<file path="src/rtl/aes_sls_pkg.sv">
package aes_sls_pkg;

   // write targets on the host port
   localparam logic [2:0] WA_CTRL    = 3'd0;
   localparam logic [2:0] WA_CLEN_LO = 3'd1;
   localparam logic [2:0] WA_CLEN_HI = 3'd2;
   localparam logic [2:0] WA_ALEN    = 3'd3;

   typedef enum logic {
      RSEL_TAG = 1'b0,
      RSEL_IV  = 1'b1
   } rsel_e;

   typedef struct packed {
      logic ecb;
      logic auth;
   } mode_cls_t;

endpackage

</file>
<file path="src/rtl/aes_sls_len_ctr.sv">
module aes_sls_len_ctr #(
   parameter int CNT_W  = 64,
   parameter int WORD_W = 32,
   parameter int STEP   = 16,
   parameter int IDX_W  = ((CNT_W / WORD_W) > 1) ? $clog2(CNT_W / WORD_W) : 1
) (
   input  logic              clk,
   input  logic              rst_n,
   input  logic              ld_en,
   input  logic [IDX_W-1:0]  ld_idx,
   input  logic [WORD_W-1:0] ld_data,
   input  logic              dec_en,
   output logic [CNT_W-1:0]  cnt_q,
   output logic [CNT_W-1:0]  cnt_nxt,
   output logic              zero_q,
   output logic              zero_nxt
);

   localparam int NW = CNT_W / WORD_W;
   localparam logic [CNT_W-1:0] STEP_V = CNT_W'(STEP);

   if (CNT_W % WORD_W != 0) begin : g_bad_w
      $error("CNT_W must be a multiple of WORD_W");
   end
   if (STEP < 1) begin : g_bad_step
      $error("STEP must be positive");
   end

   logic [CNT_W-1:0] dec_val;
   assign dec_val = (cnt_q < STEP_V) ? '0 : (cnt_q - STEP_V);

   if (NW == 1) begin : g_single
      logic unused_idx;
      assign unused_idx = ^ld_idx;
      always_comb begin
         cnt_nxt = cnt_q;
         if (ld_en)       cnt_nxt = ld_data;
         else if (dec_en) cnt_nxt = dec_val;
      end
   end else begin : g_multi
      always_comb begin
         cnt_nxt = cnt_q;
         if (ld_en) begin
            for (int i = 0; i < NW; i++) begin
               if (ld_idx == IDX_W'(i)) cnt_nxt[i*WORD_W +: WORD_W] = ld_data;
            end
         end else if (dec_en) begin
            cnt_nxt = dec_val;
         end
      end
   end

   assign zero_nxt = (cnt_nxt == '0);
   assign zero_q   = (cnt_q == '0);

   always_ff @(posedge clk or negedge rst_n) begin
      if (!rst_n) cnt_q <= '0;
      else        cnt_q <= cnt_nxt;
   end

   // a decrement never raises the count and removes at most one block
   a_r4_step_bound: assert property (@(posedge clk) disable iff (!rst_n)
      (dec_en && !ld_en) |=> ((cnt_q <= $past(cnt_q)) && (($past(cnt_q) - cnt_q) <= STEP_V)));

   // a decrement of a nonzero count always makes progress
   a_r4_progress: assert property (@(posedge clk) disable iff (!rst_n)
      (dec_en && !ld_en && !zero_q) |=> (cnt_q != $past(cnt_q)));

endmodule

</file>
<file path="src/rtl/aes_sls_mode_dec.sv">
module aes_sls_mode_dec
   import aes_sls_pkg::*;
#(
   parameter int CTRL_W    = 32,
   parameter int ECB_LO    = 5,
   parameter int ECB_HI    = 28,
   parameter int CBCMAC_B  = 15,
   parameter int GCM_B     = 16,
   parameter int CCM_B     = 18
) (
   input  logic [CTRL_W-1:0] ctrl,
   output mode_cls_t         cls
);

   if (ECB_HI >= CTRL_W || ECB_LO > ECB_HI || ECB_LO < 1 || ECB_HI + 1 >= CTRL_W) begin : g_bad_rng
      $error("mode field range does not fit the control word");
   end
   if (CBCMAC_B > ECB_HI || GCM_B > ECB_HI || CCM_B > ECB_HI ||
       CBCMAC_B < ECB_LO || GCM_B < ECB_LO || CCM_B < ECB_LO) begin : g_bad_bits
      $error("authenticated mode bits must lie in the mode field");
   end

   logic unused_ctrl;
   assign unused_ctrl = ^{ctrl[ECB_LO-1:0], ctrl[CTRL_W-1:ECB_HI+1]};

   assign cls.ecb  = (ctrl[ECB_HI:ECB_LO] == '0);
   assign cls.auth = ctrl[CBCMAC_B] | ctrl[GCM_B] | ctrl[CCM_B];

endmodule

</file>
<file path="src/rtl/aes_sls_readout.sv">
module aes_sls_readout
   import aes_sls_pkg::*;
#(
   parameter int DW = 32
) (
   input  logic          clk,
   input  logic          rst_n,
   input  logic          busy,
   input  logic          has_tag,
   input  logic          ctx_load,
   input  logic          rd_en,
   input  rsel_e         rd_sel,
   input  logic [DW-1:0] tag_word,
   input  logic [DW-1:0] iv_word,
   output logic [DW-1:0] rd_data
);

   if (DW < 1) begin : g_bad_dw
      $error("DW must be positive");
   end

   // set once the IV has overwritten the shared output slot
   logic iv_taken_q;

   always_ff @(posedge clk or negedge rst_n) begin
      if (!rst_n)                                       iv_taken_q <= 1'b0;
      else if (ctx_load)                                iv_taken_q <= 1'b0;
      else if (rd_en && rd_sel == RSEL_IV && !busy)     iv_taken_q <= 1'b1;
   end

   always_comb begin
      if (rd_sel == RSEL_IV)        rd_data = iv_word;
      else if (busy)                rd_data = '0;
      else if (!has_tag)            rd_data = iv_word;
      else if (iv_taken_q)          rd_data = iv_word;
      else                          rd_data = tag_word;
   end

   // the tag slot is blank while work is pending
   a_r10_tag_blank: assert property (@(posedge clk) disable iff (!rst_n)
      (busy && rd_sel == RSEL_TAG) |-> (rd_data == '0));

   // a new context always re-exposes the tag
   a_r12_ctx_clears: assert property (@(posedge clk) disable iff (!rst_n)
      ctx_load |=> !iv_taken_q);

endmodule

</file>
<file path="src/rtl/aes_stream_seq.sv">
module aes_stream_seq
   import aes_sls_pkg::*;
#(
   parameter int DATA_W    = 32,
   parameter int CRYPTO_W  = 64,
   parameter int AUTH_W    = 32,
   parameter int BLK_BYTES = 16,
   parameter int ADDR_W    = 3
) (
   input  logic              clk,
   input  logic              rst_n,
   input  logic              wr_en,
   input  logic [ADDR_W-1:0] wr_addr,
   input  logic [DATA_W-1:0] wr_data,
   input  logic              blk_take,
   input  logic              rd_en,
   input  logic              rd_sel,
   input  logic [DATA_W-1:0] tag_word,
   input  logic [DATA_W-1:0] iv_word,
   output logic              data_req,
   output logic              ctx_req,
   output logic              eos,
   output logic              is_ecb,
   output logic              is_auth,
   output logic [DATA_W-1:0] rd_data
);

   localparam int CWORDS = CRYPTO_W / DATA_W;
   localparam int CIDX_W = (CWORDS > 1) ? $clog2(CWORDS) : 1;

   if (AUTH_W != DATA_W) begin : g_bad_auth
      $error("AUTH_W must equal DATA_W");
   end
   if (ADDR_W < 2) begin : g_bad_addr
      $error("ADDR_W must be at least 2");
   end
   if (CWORDS != 2) begin : g_bad_crypto
      $error("crypto length must span exactly two data words");
   end

   // ---------------- write decode
   logic wr_ctl, wr_clo, wr_chi, wr_aut, any_wr;
   assign wr_ctl = wr_en && (wr_addr == ADDR_W'(WA_CTRL));
   assign wr_clo = wr_en && (wr_addr == ADDR_W'(WA_CLEN_LO));
   assign wr_chi = wr_en && (wr_addr == ADDR_W'(WA_CLEN_HI));
   assign wr_aut = wr_en && (wr_addr == ADDR_W'(WA_ALEN));
   assign any_wr = wr_ctl | wr_clo | wr_chi | wr_aut;

   // ---------------- block acceptance
   logic take, auth_dec, crypt_dec;
   logic a_zero_q, a_zero_nxt, c_zero_q, c_zero_nxt;
   logic [AUTH_W-1:0]   a_cnt_q, a_cnt_nxt;
   logic [CRYPTO_W-1:0] c_cnt_q, c_cnt_nxt;

   assign take      = blk_take && data_req && !wr_en;
   assign auth_dec  = take && !a_zero_q;
   assign crypt_dec = take && a_zero_q && !c_zero_q;

   aes_sls_len_ctr #(
      .CNT_W (CRYPTO_W),
      .WORD_W(DATA_W),
      .STEP  (BLK_BYTES),
      .IDX_W (CIDX_W)
   ) u_crypt_len (
      .clk     (clk),
      .rst_n   (rst_n),
      .ld_en   (wr_clo | wr_chi),
      .ld_idx  (CIDX_W'(wr_chi)),
      .ld_data (wr_data),
      .dec_en  (crypt_dec),
      .cnt_q   (c_cnt_q),
      .cnt_nxt (c_cnt_nxt),
      .zero_q  (c_zero_q),
      .zero_nxt(c_zero_nxt)
   );

   aes_sls_len_ctr #(
      .CNT_W (AUTH_W),
      .WORD_W(DATA_W),
      .STEP  (BLK_BYTES),
      .IDX_W (1)
   ) u_auth_len (
      .clk     (clk),
      .rst_n   (rst_n),
      .ld_en   (wr_aut),
      .ld_idx  (1'b0),
      .ld_data (wr_data),
      .dec_en  (auth_dec),
      .cnt_q   (a_cnt_q),
      .cnt_nxt (a_cnt_nxt),
      .zero_q  (a_zero_q),
      .zero_nxt(a_zero_nxt)
   );

   logic unused_cnt;
   assign unused_cnt = ^{a_cnt_nxt, c_cnt_nxt};

   // ---------------- mode context
   mode_cls_t dec_cls, cls_q, cls_nxt;

   aes_sls_mode_dec #(.CTRL_W(DATA_W)) u_mode_dec (
      .ctrl(wr_data),
      .cls (dec_cls)
   );

   assign cls_nxt = wr_ctl ? dec_cls : cls_q;

   logic armed_q, endless_q, eos_q;

   always_ff @(posedge clk or negedge rst_n) begin
      if (!rst_n) begin
         cls_q     <= '{ecb: 1'b1, auth: 1'b0};
         armed_q   <= 1'b0;
         endless_q <= 1'b0;
         eos_q     <= 1'b0;
      end else begin
         cls_q <= cls_nxt;
         if (wr_ctl) armed_q <= 1'b1;
         // a zero length in a basic mode streams until the next context
         if (any_wr) endless_q <= !cls_nxt.auth && a_zero_nxt && c_zero_nxt;
         eos_q <= take && !endless_q && a_zero_nxt && c_zero_nxt;
      end
   end

   assign data_req = armed_q && (endless_q || !a_zero_q || !c_zero_q);
   assign ctx_req  = !data_req;
   assign eos      = eos_q;
   assign is_ecb   = cls_q.ecb;
   assign is_auth  = cls_q.auth;

   // ---------------- shared tag / IV output
   aes_sls_readout #(.DW(DATA_W)) u_readout (
      .clk     (clk),
      .rst_n   (rst_n),
      .busy    (data_req),
      .has_tag (cls_q.auth),
      .ctx_load(wr_ctl),
      .rd_en   (rd_en),
      .rd_sel  (rsel_e'(rd_sel)),
      .tag_word(tag_word),
      .iv_word (iv_word),
      .rd_data (rd_data)
   );

   // authenticated modes never stream on an empty length
   a_r7_auth_stop: assert property (@(posedge clk) disable iff (!rst_n)
      (cls_q.auth && a_zero_q && c_zero_q) |-> !data_req);

   // an endless basic stream survives block consumption
   a_r6_endless_hold: assert property (@(posedge clk) disable iff (!rst_n)
      (data_req && endless_q && !wr_en) |=> data_req);

   // authentication bytes are used before crypto bytes
   a_r4_auth_first: assert property (@(posedge clk) disable iff (!rst_n)
      (take && !a_zero_q) |=> $stable(c_cnt_q));

   // end of stream coincides with a context request
   a_r5_eos_ctx: assert property (@(posedge clk) disable iff (!rst_n)
      eos |-> ctx_req);

   // end of stream is a single-cycle pulse
   a_r5_eos_pulse: assert property (@(posedge clk) disable iff (!rst_n)
      eos |=> !eos);

   // a block offered while idle leaves both lengths untouched
   a_r4_idle_take: assert property (@(posedge clk) disable iff (!rst_n)
      (blk_take && !data_req && !wr_en) |=> ($stable(c_cnt_q) && $stable(a_cnt_q)));

endmodule

</file>
<file path="config.mk">
export PLATFORM = sky130hd
export DESIGN_NAME = aes_stream_seq
export DESIGN_NICKNAME = d
export VERILOG_FILES = /design/src/rtl/aes_sls_pkg.sv /design/src/rtl/aes_sls_len_ctr.sv /design/src/rtl/aes_sls_mode_dec.sv /design/src/rtl/aes_sls_readout.sv /design/src/rtl/aes_stream_seq.sv
export SDC_FILE = /design/constraint.sdc
export NUM_CORES = 1
export LEC_CHECK = 0
export BUFFER_PORTS_ARGS = -buffer_cell sky130_fd_sc_hd__buf_4
export CORE_ASPECT_RATIO = 1.75
export CORE_MARGIN = 4
export CORE_UTILIZATION = 55
export DETAILED_ROUTE_END_ITERATION = 6
export PLACE_DENSITY = 0.82
export SYNTH_ARGS = -nofsm -noshare
export SYNTH_HDL_FRONTEND = slang
export SYNTH_SLANG_ARGS = --single-unit
export TNS_END_PERCENT = 50
</file>
<file path="constraint.sdc">
create_clock -name clk -period 9.15 [get_ports clk]
set_input_delay 0.915 -clock clk [delete_from_list [all_inputs] [get_ports clk]]
set_output_delay 0.915 -clock clk [all_outputs]
set_load 0.01 [all_outputs]
</file>
==> results.json <==
{
  "crit_type": "flop to output port",
  "totalWireLength_mm": 34.6,
  "synth-seq-cells": 102,
  "cap_viol_max_count": 0,
  "skew_ns": 0.0118,
  "placed_cell_area_mm2": 0.00901,
  "yosysUniqueCellTypes": 86,
  "post-cts-setup-buffer-count": 0,
  "synth.cell_area_mm2": 0.00784,
  "yosys.area.top_type": "dfrtp_1",
  "remaining_drc_errors": 0,
  "dieArea_mm2": 0.0163,
  "cts_inserted_buffers": 9,
  "core_mm2": 0.0139,
  "design_area_mm2": 0.00931,
  "critPathMaxStageDelay_ns": 0.75,
  "grtUsageTotal_pct": 41.6,
  "cts_max_level": 3,
  "clock_latency_ns": 0.36,
  "cp.arrival_ns": 4.05,
  "synth_top_area_share_pct": 32.2,
  "timing.critical_path.mode_cell": "and4_1",
  "async_flop_share_pct": 100,
  "min_path_type": "flop to flop",
  "synth_fp_nets": 1070,
  "layout-drive-gt1-share_pct": 20.4,
  "setup.worst_path.end_class": "output port",
  "clkTransAtPathRegs_ns": 0.08,
  "powerDensity_mw_per_mm2": 174,
  "ant_nets": 0,
  "drt_first_pass_iters": 5,
  "nFillCells": 1231,
  "worstSetupStartpointType": "flop",
  "met2_length_mm": 16.1,
  "met1Wirelength_mm": 10.6,
  "outcome": "completed",
  "grt_max_degree": 56,
  "die_h_um": 166,
  "synth_flop_cell": "dfrtp_1",
  "dr_wl_met3_mm": 4.31,
  "crit_fanout": 32,
  "synth_cells": 961,
  "ctsResizeCount": 0,
  "setup_tns_ns": 0,
  "diodes": 0,
  "critical-path-slowest-cell": "a21o_1",
  "slew_headroom_pct": 30.9,
  "worst_pin_slew_ns": 1.03,
  "dp_hpwl_mm": 25.3,
  "rsz0062_at_grt": "no",
  "portBuffers": 141,
  "period_share_pct": 54.3,
  "synthTopCellsByCount": "101 x dfrtp_1, 97 x nand2_1, 81 x nor2_1",
  "wl_per_cell_um": 27.6,
  "top_layer": "met4",
  "drt-initial-drc-count": 1010,
  "fin_util_pct": 67.0,
  "post-place-cells": 1237,
  "gp_congestion": 1.06,
  "num_io_pins": 142,
  "hold_viol": 0,
  "die_x_um": 98.2,
  "p_leak_uw": 0.00367,
  "maxSlewViolCount": 0,
  "finalNetCount": 1180,
  "peakVddDrop_mv": 0.122,
  "crit_path_cell_trace": "nor4_1 > and4_1 > and4_1 > nand4b_1 > nand2_1 > a21o_1 > a22o_1 > buf_4",
  "clk_path_buf_depth": 2,
  "synth_most_common_cell": "dfrtp_1",
  "cts_hold_buf": 0,
  "clock.fmax_mhz": 201,
  "setup_viol": 0,
  "yosys-top-cells-area": "dfrtp_1 32%, a22o_1 5.1%, nand2_1 4.6%, nor2_1 3.9%, nor4_1 3.3%",
  "overflow": 0,
  "via_per_inst": 7.33,
  "total_power_uw": 1620,
  "initial_core_util_pct": 56.4,
  "syn_avg_cell_area_um2": 8.16,
  "antenna_found_initial": 0,
  "cts_num_sinks": 102,
  "num_vias": 9179,
  "cts_tree": "yes",
  "synth-edff-count": 0,
  "fin_cells": 1253,
  "fin_crit_ns": 4.97,
  "yosysSeqAreaShare_pct": 32.6,
  "required_ns": 8.24,
  "rows": 57,
  "grt_pass1_wl_mm": 52.4,
  "grt_pass1_vias": 8920,
  "synthToLayoutAreaGrowth_pct": 18.8,
  "root_buffer": "clkbuf_16",
  "yosysWarnings": 0
}
[layout make-up]
cell class	count	area (um2)	area share, %
Tap cell	177	221	2.38
Clock buffer	9	225	2.42
Timing Repair Buffer	158	1190	12.7
Inverter	21	78.8	0.847
Multi-Input combinational cell	779	4970	53.4
Clock inverter	7	73.8	0.793
Sequential cell	102	2550	27.4
[sequential cells by signal, summed over array words and instances, names as in the netlist]
name / cells
armed_q: 1
endless_q: 1
eos: 1
is_auth: 1
is_ecb: 1
u_auth_len.cnt_q: 32
u_crypt_len.cnt_q: 64
u_readout.iv_taken_q: 1
[worst max-delay path: cells and delay by family, from the launching register on]
kind	cells	cell delay, ns
buffers and inverters	1	0.14
AO/OA/AOI/OAI	2	1.05
AND/OR/NAND/NOR	5	2.01
flip-flops	1	0.46
[where the power goes]
part	internal (uW)	total [uW]	switching [uW]
Clock	195	399	204
Combinational	212	519	307
Sequential	549	698	149
[cells by family after synthesis]
logic type,Yosys count,synth area share (%)
multiplexers,13,1.68
AO/OA/AOI/OAI,279,25.2
buffers and inverters,80,4.20
flip-flops,102,32.6
adder cells (fa/ha/maj),4,0.639
XOR/XNOR,14,1.56
AND/OR/NAND/NOR,469,34.2
[path summary, 6_finish.rpt]
check / end / start / slack [ns] / cells past startpoint
min in group asynchronous: u_crypt_len.cnt_q[12]$_DFF_PN0_ / rst_n / 0.56 / 1
max reg2reg: eos$_DFF_PN0_ / u_crypt_len.cnt_q[24]$_DFF_PN0_ / 4.36 / 10
max in group asynchronous: u_auth_len.cnt_q[28]$_DFF_PN0_ / rst_n / 7.32 / 2
max: rd_data[24] / u_crypt_len.cnt_q[24]$_DFF_PN0_ / 4.18 / 8
min reg2reg: u_auth_len.cnt_q[2]$_DFF_PN0_ / u_auth_len.cnt_q[2]$_DFF_PN0_ / 0.51 / 1
min: u_auth_len.cnt_q[2]$_DFF_PN0_ / u_auth_len.cnt_q[2]$_DFF_PN0_ / 0.51 / 1
[metrics by stage]
stage / setup slack [ns] / hold WS [ns]
after detailed placement: 4.52 / 0.484
after CTS: 4.26 / 0.511
after global routing: 3.94 / 0.523
after floorplan: 5.28 / 0.454
final: 4.18 / 0.509
after global placement: 4.68 / 0.467
[layout by cell type, fill, tap and decap left out, drive strengths merged, types with 7 or more instances in the layout]
cell and instances:
a211oi 14, a21oi 51, a22o 46, a22oi 13, a31oi 19, and2 9
buf 158, clkbuf 9, dfrtp 101, inv 25, mux2i 12, nand2 97
nand2b 8, nand3 35, nand3b 7, nand4 24, nand4b 9, nor2 81
nor3 55, nor4 51, o211ai 11, o21ai 53, o22ai 9, o31ai 7
or2 12, or3 28, or4 20, xnor2 10
[layer usage]
| metal | GRT usage (%) | up-vias |
|---|---|---|
| li1 | - | 3950 |
| met1 | 45.2 | 4245 |
| met2 | 68.2 | 729 |
| met3 | 10.6 | 255 |
| met4 | 31.9 | 0 |
| met5 | 0 | - |
No activity file was read; power rests on OpenSTA's default activity.
